[src/rtl/eq_pkg.sv]
`timescale 1ns/1ps
package eq_pkg;
   typedef enum logic [2:0] {
      S_IDLE,
      S_SEND,
      S_LOCK,
      S_EVAL,
      S_ECHO,
      S_PART,
      S_DONE,
      S_FAIL
   } eq_state_e;

   localparam int unsigned NUM_PRESETS = 10;
   localparam int unsigned PRESET_W    = 4;
endpackage

[src/rtl/eq_preset_map.sv]
`timescale 1ns/1ps
module eq_preset_map #(
   parameter int unsigned CW = 5
) (
   input  logic [eq_pkg::PRESET_W-1:0] idx,
   output logic [CW-1:0]               pre,
   output logic [CW-1:0]               post,
   output logic                        known
);
   always_comb begin
      known = (32'(idx) < eq_pkg::NUM_PRESETS);
      pre   = '0;
      post  = '0;
      case (idx)
         4'd0:    begin pre = CW'(0); post = CW'(6); end
         4'd1:    begin pre = CW'(0); post = CW'(4); end
         4'd2:    begin pre = CW'(0); post = CW'(5); end
         4'd3:    begin pre = CW'(0); post = CW'(3); end
         4'd4:    begin pre = CW'(0); post = CW'(0); end
         4'd5:    begin pre = CW'(2); post = CW'(0); end
         4'd6:    begin pre = CW'(3); post = CW'(0); end
         4'd7:    begin pre = CW'(4); post = CW'(6); end
         4'd8:    begin pre = CW'(5); post = CW'(5); end
         4'd9:    begin pre = CW'(4); post = CW'(0); end
         default: begin pre = '0;     post = '0;     end
      endcase
   end
endmodule

[src/rtl/eq_coef_check.sv]
`timescale 1ns/1ps
module eq_coef_check #(
   parameter int unsigned CW          = 5,
   parameter int unsigned FS          = 24,
   parameter bit          CHECK_BOOST = 1'b1
) (
   input  logic [CW-1:0] pre,
   input  logic [CW-1:0] post,
   output logic          legal
);
   localparam logic [CW:0] PRE_LIM   = (CW+1)'(FS / 3);
   localparam logic [CW:0] POST_LIM  = (CW+1)'(FS / 2);
   localparam logic [CW:0] BOOST_LIM = (CW+1)'(FS / 2);

   logic [CW:0] sum;
   logic        box_ok;

   assign sum    = {1'b0, pre} + {1'b0, post};
   assign box_ok = ({1'b0, pre} <= PRE_LIM) && ({1'b0, post} <= POST_LIM);

   generate
      if (CHECK_BOOST) begin : g_boost
         assign legal = box_ok && (sum <= BOOST_LIM);
      end else begin : g_box
         assign legal = box_ok;
      end
   endgenerate
endmodule

[src/rtl/eq_tick_timer.sv]
`timescale 1ns/1ps
module eq_tick_timer #(
   parameter int unsigned LIMIT = 24
) (
   input  logic clk,
   input  logic rst_n,
   input  logic clr,
   input  logic run,
   input  logic tick,
   output logic expired
);
   localparam int unsigned TW = $clog2(LIMIT + 1);

   logic [TW-1:0] cnt_q;

   assign expired = (cnt_q == TW'(LIMIT));

   always_ff @(posedge clk or negedge rst_n) begin
      if (!rst_n) begin
         cnt_q <= '0;
      end else if (clr) begin
         cnt_q <= '0;
      end else if (run && tick && !expired) begin
         cnt_q <= cnt_q + 1'b1;
      end
   end

   p_cnt_bound_r7: assert property (@(posedge clk) disable iff (!rst_n)
      cnt_q <= TW'(LIMIT));
endmodule

[src/rtl/eq_phase_ctrl.sv]
`timescale 1ns/1ps
module eq_phase_ctrl #(
   parameter int unsigned CW          = 5,
   parameter int unsigned FS          = 24,
   parameter int unsigned FW          = 8,
   parameter int unsigned TMO_TICKS   = 24,
   parameter bit          CHECK_BOOST = 1'b1
) (
   input  logic          clk,
   input  logic          rst_n,
   input  logic          start,
   input  logic          skip_tune,
   input  logic [3:0]    init_preset,
   input  logic          tick,
   input  logic          lock_ok,
   input  logic          eval_valid,
   input  logic          eval_pass,
   input  logic [FW-1:0] eval_fom,
   input  logic [CW-1:0] eval_pre,
   input  logic [CW-1:0] eval_post,
   input  logic          echo_in_valid,
   input  logic          echo_in_rej,
   input  logic [CW-1:0] echo_in_pre,
   input  logic [CW-1:0] echo_in_post,
   input  logic          part_valid,
   input  logic          part_done,
   input  logic [CW-1:0] part_pre,
   input  logic [CW-1:0] part_post,
   output logic          preset_valid,
   output logic [3:0]    preset_out,
   output logic [CW-1:0] tx_pre,
   output logic [CW-1:0] tx_post,
   output logic          echo_valid,
   output logic          echo_rej,
   output logic [CW-1:0] echo_pre,
   output logic [CW-1:0] echo_post,
   output logic          req_valid,
   output logic [CW-1:0] req_pre,
   output logic [CW-1:0] req_post,
   output logic [CW-1:0] tune_pre,
   output logic [CW-1:0] tune_post,
   output logic [1:0]    phase,
   output logic          done,
   output logic          fail
);
   import eq_pkg::*;

   generate
      if (FS < 20) begin : g_bad_fs
         $error("eq_phase_ctrl: FS must be at least 20 so that every preset is legal");
      end
      if ((1 << CW) <= FS) begin : g_bad_cw
         $error("eq_phase_ctrl: CW too narrow for FS");
      end
      if (TMO_TICKS < 1) begin : g_bad_tmo
         $error("eq_phase_ctrl: TMO_TICKS must be positive");
      end
      if (FW < 1) begin : g_bad_fw
         $error("eq_phase_ctrl: FW must be positive");
      end
   endgenerate

   eq_state_e     st_q, st_d;
   logic [1:0]    phase_q;
   logic [3:0]    preset_q;
   logic [CW-1:0] tx_pre_q, tx_post_q;
   logic [CW-1:0] tune_pre_q, tune_post_q;
   logic [CW-1:0] best_pre_q, best_post_q;
   logic [FW-1:0] best_fom_q;
   logic [CW-1:0] req_pre_q, req_post_q;
   logic [CW-1:0] ech_pre_q, ech_post_q;
   logic          req_vld_q, ech_vld_q, ech_rej_q;

   logic [CW-1:0] ps_pre, ps_post;
   logic          ps_known;
   logic          part_legal, tx_legal;
   logic          tmr_run, tmr_clr, expired;
   logic          idle_like;

   eq_preset_map #(.CW(CW)) u_preset (
      .idx   (init_preset),
      .pre   (ps_pre),
      .post  (ps_post),
      .known (ps_known)
   );

   eq_coef_check #(.CW(CW), .FS(FS), .CHECK_BOOST(CHECK_BOOST)) u_part_chk (
      .pre   (part_pre),
      .post  (part_post),
      .legal (part_legal)
   );

   eq_coef_check #(.CW(CW), .FS(FS), .CHECK_BOOST(CHECK_BOOST)) u_tx_chk (
      .pre   (tx_pre_q),
      .post  (tx_post_q),
      .legal (tx_legal)
   );

   assign tmr_run = (st_q == S_EVAL) || (st_q == S_ECHO) || (st_q == S_PART);
   assign tmr_clr = !tmr_run || ((st_d == S_PART) && (st_q != S_PART));

   eq_tick_timer #(.LIMIT(TMO_TICKS)) u_timer (
      .clk     (clk),
      .rst_n   (rst_n),
      .clr     (tmr_clr),
      .run     (tmr_run),
      .tick    (tick),
      .expired (expired)
   );

   assign idle_like = (st_q == S_IDLE) || (st_q == S_DONE) || (st_q == S_FAIL);

   always_comb begin
      st_d = st_q;
      case (st_q)
         S_IDLE, S_DONE, S_FAIL: begin
            if (start) st_d = ps_known ? S_SEND : S_FAIL;
         end
         S_SEND: st_d = S_LOCK;
         S_LOCK: begin
            if (lock_ok) st_d = skip_tune ? S_DONE : S_EVAL;
         end
         S_EVAL: begin
            if (expired)         st_d = S_FAIL;
            else if (eval_valid) st_d = eval_pass ? S_PART : S_ECHO;
         end
         S_ECHO: begin
            if (expired)            st_d = S_FAIL;
            else if (echo_in_valid) st_d = S_EVAL;
         end
         S_PART: begin
            if (expired)                      st_d = S_FAIL;
            else if (part_valid && part_done) st_d = S_DONE;
         end
         default: st_d = S_IDLE;
      endcase
   end

   always_ff @(posedge clk or negedge rst_n) begin
      if (!rst_n) begin
         st_q        <= S_IDLE;
         phase_q     <= 2'd0;
         preset_q    <= 4'd0;
         tx_pre_q    <= '0;
         tx_post_q   <= '0;
         tune_pre_q  <= '0;
         tune_post_q <= '0;
         best_pre_q  <= '0;
         best_post_q <= '0;
         best_fom_q  <= '0;
         req_pre_q   <= '0;
         req_post_q  <= '0;
         ech_pre_q   <= '0;
         ech_post_q  <= '0;
         req_vld_q   <= 1'b0;
         ech_vld_q   <= 1'b0;
         ech_rej_q   <= 1'b0;
      end else begin
         st_q      <= st_d;
         req_vld_q <= 1'b0;
         ech_vld_q <= 1'b0;
         if (idle_like) begin
            if (start) begin
               phase_q <= 2'd0;
               if (ps_known) begin
                  preset_q    <= init_preset;
                  tx_pre_q    <= ps_pre;
                  tx_post_q   <= ps_post;
                  tune_pre_q  <= ps_pre;
                  tune_post_q <= ps_post;
                  best_pre_q  <= ps_pre;
                  best_post_q <= ps_post;
                  best_fom_q  <= '0;
               end
            end
         end else begin
            case (st_q)
               S_SEND: phase_q <= 2'd1;
               S_LOCK: begin
                  if (lock_ok && !skip_tune) phase_q <= 2'd2;
               end
               S_EVAL: begin
                  if (expired) begin
                     tune_pre_q  <= best_pre_q;
                     tune_post_q <= best_post_q;
                  end else if (eval_valid) begin
                     if (eval_fom > best_fom_q) begin
                        best_fom_q  <= eval_fom;
                        best_pre_q  <= tune_pre_q;
                        best_post_q <= tune_post_q;
                     end
                     if (eval_pass) begin
                        phase_q <= 2'd3;
                     end else begin
                        req_vld_q  <= 1'b1;
                        req_pre_q  <= eval_pre;
                        req_post_q <= eval_post;
                     end
                  end
               end
               S_ECHO: begin
                  if (expired) begin
                     tune_pre_q  <= best_pre_q;
                     tune_post_q <= best_post_q;
                  end else if (echo_in_valid && !echo_in_rej &&
                               (echo_in_pre == req_pre_q) && (echo_in_post == req_post_q)) begin
                     tune_pre_q  <= echo_in_pre;
                     tune_post_q <= echo_in_post;
                  end
               end
               S_PART: begin
                  if (!expired && part_valid && !part_done) begin
                     ech_vld_q <= 1'b1;
                     if (part_legal) begin
                        tx_pre_q   <= part_pre;
                        tx_post_q  <= part_post;
                        ech_pre_q  <= part_pre;
                        ech_post_q <= part_post;
                        ech_rej_q  <= 1'b0;
                     end else begin
                        ech_pre_q  <= tx_pre_q;
                        ech_post_q <= tx_post_q;
                        ech_rej_q  <= 1'b1;
                     end
                  end
               end
               default: ;
            endcase
         end
      end
   end

   assign preset_valid = (st_q == S_SEND);
   assign preset_out   = preset_q;
   assign tx_pre       = tx_pre_q;
   assign tx_post      = tx_post_q;
   assign echo_valid   = ech_vld_q;
   assign echo_rej     = ech_rej_q;
   assign echo_pre     = ech_pre_q;
   assign echo_post    = ech_post_q;
   assign req_valid    = req_vld_q;
   assign req_pre      = req_pre_q;
   assign req_post     = req_post_q;
   assign tune_pre     = tune_pre_q;
   assign tune_post    = tune_post_q;
   assign phase        = phase_q;
   assign done         = (st_q == S_DONE);
   assign fail         = (st_q == S_FAIL);

   p_preset_pulse_r2: assert property (@(posedge clk) disable iff (!rst_n)
      preset_valid |=> (!preset_valid && (phase == 2'd1)));

   p_req_pulse_r5: assert property (@(posedge clk) disable iff (!rst_n)
      req_valid |=> !req_valid);

   p_p2_timeout_r7: assert property (@(posedge clk) disable iff (!rst_n)
      (((st_q == S_EVAL) || (st_q == S_ECHO)) && expired) |=>
         (fail && (tune_pre == $past(best_pre_q)) && (tune_post == $past(best_post_q))));

   p_reject_hold_r8: assert property (@(posedge clk) disable iff (!rst_n)
      ((st_q == S_PART) && !expired && part_valid && !part_done && !part_legal) |=>
         ($stable(tx_pre_q) && $stable(tx_post_q) && echo_valid && echo_rej));

   p_tx_legal_r8: assert property (@(posedge clk) disable iff (!rst_n)
      tx_legal);

   p_p3_timeout_r10: assert property (@(posedge clk) disable iff (!rst_n)
      ((st_q == S_PART) && expired) |=> (fail && $stable(tx_pre_q) && $stable(tx_post_q)));

   p_phase_step_r11: assert property (@(posedge clk) disable iff (!rst_n)
      (phase != $past(phase)) |-> ((phase == $past(phase) + 2'd1) || (phase == 2'd0)));

   p_excl_r11: assert property (@(posedge clk) disable iff (!rst_n)
      !(done && fail));
endmodule

[config.mk]
export PLATFORM = sky130hd
export DESIGN_NAME = eq_phase_ctrl
export DESIGN_NICKNAME = d
export VERILOG_FILES = /design/src/rtl/eq_pkg.sv /design/src/rtl/eq_preset_map.sv /design/src/rtl/eq_coef_check.sv /design/src/rtl/eq_tick_timer.sv /design/src/rtl/eq_phase_ctrl.sv
export SDC_FILE = /design/constraint.sdc
export NUM_CORES = 1
export LEC_CHECK = 0
export CAP_MARGIN = 10
export CORE_ASPECT_RATIO = 0.7
export CORE_MARGIN = 5
export CORE_UTILIZATION = 45
export DETAILED_ROUTE_END_ITERATION = 7
export PLACE_DENSITY = 0.8
export SLEW_MARGIN = 20
export SYNTH_ARGS = -nofsm -noshare
export SYNTH_HDL_FRONTEND = slang
export SYNTH_SLANG_ARGS = --single-unit
[constraint.sdc]
create_clock -name clk -period 2.8 [get_ports clk]
set_input_delay 0.84 -clock clk [delete_from_list [all_inputs] [get_ports clk]]
set_output_delay 0.84 -clock clk [all_outputs]
set_load 0.005 [all_outputs]
Word level (Yosys, flattened, before mapping) --
Memories as Yosys holds them, arrays and structs flattened. Cells that the tools add are included. W data, S select, Z words.
Cells by class: $add $sub $neg 2, magnitude comparators 5, equality and inequality tests 21, muxes and demuxes 69, bitwise operators 3, reductions and logical operators 39
Operators by type and width (number):
- $mux W5 | 32
- $mux W8 | 7
- $mux W3 | 10
- $pmux W5 S2 | 2
- $pmux W3 S6 | 1
- $eq A3 B3 Y1 const B | 5
- $ne A3 B3 Y1 const B | 5
- $logic_and A1 B1 Y1 | 12
- $mux W2 | 6
- $reduce_and A6 Y1 | 2
- $reduce_bool A2 Y1 | 6
- $eq A5 B5 Y1 | 2
- $le A5 B4 Y1 const B | 2
- $mux W1 | 10
- $reduce_and A5 Y1 | 2
- $gt A8 B8 Y1 | 1
- $add A5 B5 Y6 | 1
- $eq A3 B2 Y1 const B | 2
- $le A6 B4 Y1 const B | 1
- $ne A2 B2 Y1 const B | 3
- $pmux W2 S3 | 1
- $reduce_and A3 Y1 | 2
- $add A5 B1 Y5 const B | 1
- $eq A5 B5 Y1 const B | 1
- other kinds (12) | 22
Storage, ports and cells: bits in registers 75, bits in read-only memories 96, word-level logic and storage cells 158, memories 1
Memory list:
- (name not given) | words 16, bits a word 6, read ports 1, clocked after Yosys merged registers in 0, write ports 0, line eq_preset_map.sv:14 | case (idx)

Longest topological paths before layout --
Gate-level depths: netlist of run 1.
word-level depth 8, gate-level depth with buffers 11, gate-level depth less buffers 9

Hierarchy --
Synthesis of run 1 repeated with hierarchy kept, for this count alone.
Second synthesis, totals: cell total of the unflattened synthesis 441, area, all modules 4455.5 µm²
Modules (own cells, without submodules):
- eq_phase_ctrl | times used 1, cells each 357, area each 3751.1 µm²
- eq_tick_timer | times used 1, cells each 30, area each 285.3 µm²
- eq_coef_check | times used 1, cells each 26, area each 222.7 µm²
- eq_preset_map | times used 1, cells each 28, area each 196.4 µm²

Least setup slack after synthesis of run 1 --
Ideal clock, no wire load.
path type input to register, from in part_pre[0], to reg tx_post_q[0], in the netlist tx_post[0], library setup time 126 ps, arrival time 2655 ps, required time 2674 ps, setup slack 19 ps, stages on the path 9, cell sequence ha_1 -> inv_1 -> fa_1 -> and2_0 -> a22o_1 -> a221oi_2 -> and3_4 -> a21oi_2 -> a221o_1
Between the ends: cells in the longest elaborated chain, start to end 7, elaborated cells on any way between the ends 9, those cells by class 1 x add/sub; 2 x order compare; 4 x mux; 2 x reduce/logical
RTL lines:
- start, declared | line eq_phase_ctrl.sv:27 | input logic [CW-1:0] part_pre,
- $add A5 B5 Y6 / $le A5 B4 Y1 (equally long branches) | line eq_coef_check.sv:18, eq_coef_check.sv:19
- $le A6 B4 Y1 / $logic_and A1 B1 Y1 (equally long branches) | line eq_coef_check.sv:23, eq_coef_check.sv:19
- $logic_and A1 B1 Y1 * | line eq_coef_check.sv:23 | assign legal = box_ok && (sum <= BOOST_LIM);
- $mux W5 * (4 in series)
- end signal, assigned | line eq_phase_ctrl.sv:168 | tx_post_q <= ps_post;
- end signal, assigned | line eq_phase_ctrl.sv:216 | tx_post_q <= part_post;
- end, declared | line eq_phase_ctrl.sv:66 | logic [CW-1:0] tx_pre_q, tx_post_q;
Mark *: on every way between the ends. The rest lies on a longest branch, timed or not. The select of a mux whose other input is x is not followed. A chain may end at the register's enable or synchronous reset.

Worst setup path in the final report of run 1 --
from in part_pre[3], to reg tx_post_q[0], in the netlist tx_post[0]
Same word-level chain as after synthesis.

==> out/summary.txt, run 1 <==
Status = finished, final reports clean
Max-cap check violation count = 0
Number of DRC markers in iteration 0 = 344
Ant diodes = 0
Final hold vios = 0
Synth unique cells = 66
Share of cells above drive strength 1 = 0.187
Crit path largest cell delay = 0.43 ns
H-tree levels = 3
Req. time, crit path = 3.02 ns
Post-Synthesis Cells = 445
Post-layout total power = 5300 uW
Buffers on Ports = 105
Final worst path period share = 0.991
Final worst slack = 0.0247 ns
Global-route wire length before repair = 19.5 mm
Clock root cell = clkbuf_16
Total gr overflow = 0
Die height = 92.0 microns
CTS Buffer Depth = 2
Flop2flop setup slack = 0.53 ns
Vias in the first global route = 3,794
WL/cell = 16.7 microns
Maximum vdd ir drop = 594 uV
Grt met2 use = 0.320
CP top delay family = simple AND/OR/NAND/NOR gates
Post-Layout Cell Count = 712
Vias post-DR = 3,774
Via density = 5.30
Slew HR = 0.578
Die area = 0.0117 sq mm
Crit path buffers/inverters = 1
Compound-Gate Fraction of Synth Area = 0.139
Synth area leader = dfrtp_1
Layout filler cell count = 756
Setup Skew = 0.00472 ns
Cells after DPL = 695
Avg Cell Area, Syn = 9.72 sq um
DP Area = 0.00574 sq mm
Largest register FFs = 8
Mux cell area share after synthesis = 0.120
Die W = 127 microns
Met3 Use GR = 0.0662
Post-Synth XOR/XNOR Area = 0.0263
Placement Setup Slack = -0.638 ns
Nets = 657
Crit path launch type = input pin
EDFF count, synth = 0
Critical Path Fanout Max = 4
Final min period = 2.78 ns
Largest family of logic cells by synthesized area = simple AND/OR/NAND/NOR gates
DRT Pass-1 Iters = 4
Max-slew violations = 0
Ys async rst share = 1.00
IO Count = 106
Synth Area in Simple Gates = 0.164
Fmax achieved = 360 MHz
Drt drc = 0
Post-synthesis sequential area ratio = 0.434
Multi-input gate area = 0.00224 sq mm
Sequential cell area = 0.00188 sq mm
GRT Overall Usage = 0.209
Final Setup Violations = 0
Pleak = 0.00280 uW
Cell area after layout = 0.00611 sq mm
Grt peak-use layer = met2
Post-layout util = 0.663
PD cells = 869 mW/mm^2
Area Growth Syn to Fin = 41.2%
HP Class = in -> async
CP Capture Type = register
Initial antenna violation count = 0
Largest reg by FF count = best_fom_q
Sink Count = 75
Clk slew on worst S/H paths = 0.06 ns
# rows = 29
Yosys reg bits = 75
CORE AREA = 0.00922 sq mm
Largest net degree at the start of global routing = 33
Critical-path cell list = clkdlybuf4s50_1, ha_1, nor4_1, nand3_1, a221oi_4, and3_4, a21oi_2, a221o_1
Net Count, Synth = 519
CTS tree = yes
Yosys Warn Count = 0
Worst Path Arrival = 3.00 ns
Ranking of synthesized cells by area = dfrtp_1, ha_1, mux2i_1
Critical path type = in -> reg
GRT met1 Usage = 0.293
Prevailing post-synth register cell = dfrtp_1
Top-area cell type share of the netlist area = 0.434
Routed Antenna Nets = 0
Crit-path slowest cell = clkdlybuf4s50_1
Clk Latency, worst-skew pair = 0.34 ns
Mapped Area = 0.00433 sq mm
Post-DP HPWL = 9.32 mm
Num CTS Buffers = 9
Routed WL = 11.9 mm
Placer Congestion = 0.876
Worst-Margin Slew = 0.633 ns
Starting Density = 0.469
Synth Area in Adders = 0.0596
metal layers:
metal  part of all wire  routed length, microns
met2               0.45                    5400
met5                  0                       0
met1               0.45                    5410
met4             0.0080                      95
met3              0.084                     998
per-stage QoR:
step / hold slack [ns] / TNS (ns)
global placement: 0.470 / -10.72
global route: 0.475 / -0.00539
CTS: 0.452 / 0
floorplan: 0.457 / 0
finish: 0.445 / 0
detailed placement: 0.482 / -13.38
cell families after synthesis:
kind of cell / Yosys count
DFF: 75
and+or+nand+nor: 141
xor gates and xnor gates: 13
AOI/OAI and AO/OA: 93
buffers and inverters: 56
adders and majority gates: 20
muxes: 47
layout make-up:
cell class / count / area share
clock buffer: 10 / 0.0391
timing repair buffer: 148 / 0.225
multi-input combinational: 314 / 0.367
tap: 124 / 0.0254
clock inverter: 6 / 0.0145
inverter: 35 / 0.0215
sequential: 75 / 0.307
worst paths after layout:
kind | start | endpoint | depth (start not counted)
max | part_pre[3] | tx_post[0] | 8
min | rst_n | echo_post[2] | 1
max reg2reg | st_q[1] | phase[0] | 5
min reg2reg | best_pre_q[0] | best_pre_q[0] | 1
max in group asynchronous | rst_n | tx_post[3] | 2
min in group clk | best_pre_q[0] | best_pre_q[0] | 1
Yosys cell counts, drive strengths merged (2+ instances only):
library cell and instances:
a221o 2, o21a 3, dfrtp 75, nor3 11, a21o 2, and2 4
inv 35, a22oi 2, xor2 7, o21bai 3, o211ai 2, a21oi 21
nor2 25, clkbuf 4, o21ai 40, nor3b 2, ha 19, nand2b 5
nand3 19, nor2b 7, nor4 2, o22ai 3, nand4 6, buf 17
nand3b 2, mux2i 23, mux2 24, a211o 2, and3 3, xnor2 6
or2 2, a311o 2, nand2 49
timing repair:
item | in CTS | in global routing
setup endpoints to repair | 21 | 14
gates resized for setup | 9 | 12
pin swaps | 3 | 6
hold buffers | 0 | 0
cloned | 0 | 0
hold endpoints to repair | 0 | 0
setup buffers | 1 | 0
report_power, final:
part	internal (uW)	switching, uW	total (uW)
Combinational	1250	1010	2260
Sequential	1450	336	1780
Clock	804	459	1260
Total	3500	1800	5300
placed cells by master, fill, tap and decap left out, types with 3 or more instances in the layout:
cell type and count:
clkdlybuf4s50_1 98, dfrtp_1 75, nand2_1 45, buf_4 43
inv_1 34, o21ai_1 27, nor2_1 23, mux2i_1 23
nand3_1 19, a21oi_1 19, mux2_2 18, ha_1 17
o21ai_0 11, nor3_1 11, clkbuf_16 9, xor2_1 7
nand4_1 6, xnor2_1 6, nand2b_1 5, nor2b_1 5
mux2_4 5, and2_1 3, nand2_2 3, o21a_1 3
o22ai_1 3, o21bai_1 3
No activity file was read; power rests on OpenSTA's default activity.
==> inputs of run 2 (changes only) <==
- ABC_CLOCK_PERIOD_IN_PS: not set -> 2800
- GPL_TIMING_DRIVEN: not set -> 0
==> run 2 against run 1 <==
  * Utilization is 2.4 points lower
  * Clock power fell by 7%
  * Clock skew is 0.0011 ns lower
==> out/summary.txt, run 2 (synthesis gave the netlist of run 1 again) <==
Status = finished, final reports clean
Layout filler cell count = 775 (+2.5%)
PD cells = 881 mW/mm^2 (+1.5%)
Worst Path Arrival = 2.95 ns (-0.05 ns)
Cell area after layout = 0.00588 sq mm (-3.7%)
Req. time, crit path = 3.02 ns (about the same)
Clock root cell = clkbuf_16
Fmax achieved = 366 MHz (+1.6%)
GRT Overall Usage = 0.205 (-0.00438)
Quantity of hold-fixing buffers added after cts = 0 (unchanged)
Max-cap check violation count = 0 (unchanged)
Critical path type = in -> reg
Share of cells above drive strength 1 = 0.157 (-0.0298)
Initial antenna violation count = 0 (unchanged)
Max-slew violations = 0 (unchanged)
IO Count = 106 (unchanged)
Final hold vios = 0 (unchanged)
Most frequent cells in the layout = clkdlybuf4s50_1, dfrtp_1, nand2_1
Post-DP HPWL = 9.16 mm (-1.7%)
# rows = 29 (unchanged)
Routed WL = 11.8 mm (-0.68%)
Most common cell after layout, fill and taps aside = clkdlybuf4s50_1
Global-route wire length before repair = 19.3 mm (-1.1%)
Via density = 5.47 (+3.1%)
Crit path largest cell delay = 0.49 ns (+0.06 ns)
Final Setup Violations = 0 (unchanged)
H-tree levels = 3 (unchanged)
RSZ-0062 raised after global routing = false
Largest net degree at the start of global routing = 43 (+30%)
Vias in the first global route = 3,849 (+1.4%)
Clk slew on worst S/H paths = 0.06 ns (about the same)
WL/cell = 17.1 microns (+2.5%)
Critical Path Fanout Max = 4 (unchanged)
DP Area = 0.00554 sq mm (-3.5%)
Sequential cell area = 0.00188 sq mm (unchanged)
Slew HR = 0.630 (+0.0520)
Die area = 0.0117 sq mm (unchanged)
HP Class = in -> async
CP most frequent cell = nor2b_1
CTS Buffer Depth = 2 (unchanged)
Hold slack = 0.447 ns (+0.00191 ns)
Die height = 92.0 microns (unchanged)
Final worst path period share = 0.976 (-0.0156)
Largest register FFs = 8 (unchanged)
Clk Latency, worst-skew pair = 0.34 ns (about the same)
Ant diodes = 0 (unchanged)
Largest reg by FF count = best_fom_q
Maximum vdd ir drop = 516 uV (-13%)
Crit-path slowest cell = clkdlybuf4s50_1
Drt drc = 0 (unchanged)
DRT Pass-1 Iters = 5 (+1)
Die W = 127 microns (unchanged)
CP Capture Type = register
Vias post-DR = 3,771 (-0.079%)
CTS tree = yes
Worst-Margin Slew = 0.554 ns (-0.0781 ns)
Multi-input gate area = 0.00225 sq mm (+0.56%)
Routed Antenna Nets = 0 (unchanged)
Buffers on Ports = 104 (-0.95%)
Placer Congestion = 0.902 (+3.1%)
Pleak = 0.00262 uW (-6.3%)
Sink Count = 75 (unchanged)
Crit path launch type = input pin
Nets = 635 (-3.3%)
Setup Skew = 0.00361 ns (-0.00111 ns)
Num CTS Buffers = 9 (unchanged)
Total gr overflow = 0 (unchanged)
Starting Density = 0.469 (unchanged)
Area Growth Syn to Fin = 36.0%
Final min period = 2.73 ns (-0.0436 ns)
CORE AREA = 0.00922 sq mm (unchanged)
Critical-path cell list = clkdlybuf4s50_1, ha_1, nor2b_1, nor2b_1, a221oi_2, and3_4, a21oi_2, a221o_1
Number of DRC markers in iteration 0 = 281 (-18%)
run 2: changes by cell type in the layout (fill, tap and decap cells not counted), sizes merged:
cell,before,now
buf,44,21
clkbuf,12,15
clkinv,2,4
dlymetal6s2s,2,0
bufinv,2,1
clkdlybuf4s15,0,1
clkdlybuf4s50,98,97
clkinvlp,2,1
run 2: worst paths after layout:
check	start	to	slack, ns	depth (start not counted)
worst min register to register	echo_pre[4]	echo_pre[4]	0.49	2
worst max-delay path	part_pre[3]	tx_post[0]	0.07	8
worst min-delay path	rst_n	echo_post[2]	0.45	1
worst max register to register	u_timer.cnt_q[0]	best_pre_q[0]	0.34	9
min in group clk	echo_pre[4]	echo_pre[4]	0.49	2
max in group asynchronous	rst_n	req_post[2]	1.78	2
run 2: worst max-delay path: cells and delay by family:
kind	cells	cell delay [ns]
AO/OA/AOI/OAI	3	0.67
adder cells (fa/ha/maj)	1	0.38
AND/OR/NAND/NOR	3	0.56
buffers and inverters	1	0.49
run 2: power breakdown:
group	leakage [uW]	switching (uW)	internal, uW	total (uW)
combinational	0.00149	1080	1210	2290
sequential	0.000981	277	1450	1730
clock	0.000148	453	713	1170
total	0.00262	1810	3370	5180
run 2: layer usage:
metal / wire length [microns] / up-vias / global-route usage
met5: 0 / - / 0
met4: 68 / 0 / 0.0321
met3: 926 / 9 / 0.0749
met2: 5410 / 141 / 0.320
met1: 5420 / 1840 / 0.280
li1: - / 1781 / -
run 2: what timing repair did:
item	4_1_cts	5_1_grt
cloned	0	0
endpoints found under the setup margin	22	31
buffers inserted	1	0
resized for setup	20	7
pin swaps	2	2
run 2: layout make-up:
cell class / instances / share of cell area
clock buffers: 10 / 0.0406
plain buffers: 20 / 0.0191
repair buffers: 106 / 0.179
clock inverters: 6 / 0.0111
well taps: 124 / 0.0264
flip-flops and latches: 75 / 0.319
inverters: 35 / 0.0223
multi-input cells: 314 / 0.383
run 2: metrics by stage:
stage / setup WS (ns) / cells / total power (uW) / util / TNS, ns
after detailed placement: -0.866 / 674 / 4000 / 0.601 / -19.76
after global routing: 0.00284 / 690 / 5520 / 0.638 / 0
after CTS: 0.0114 / 690 / 5190 / 0.636 / 0
after global placement: -1.72 / 673 / 3910 / 0.599 / -146.13
after floorplan: 0.0194 / 445 / 2960 / - / 0
final: 0.0683 / 690 / 5180 / 0.638 / 0
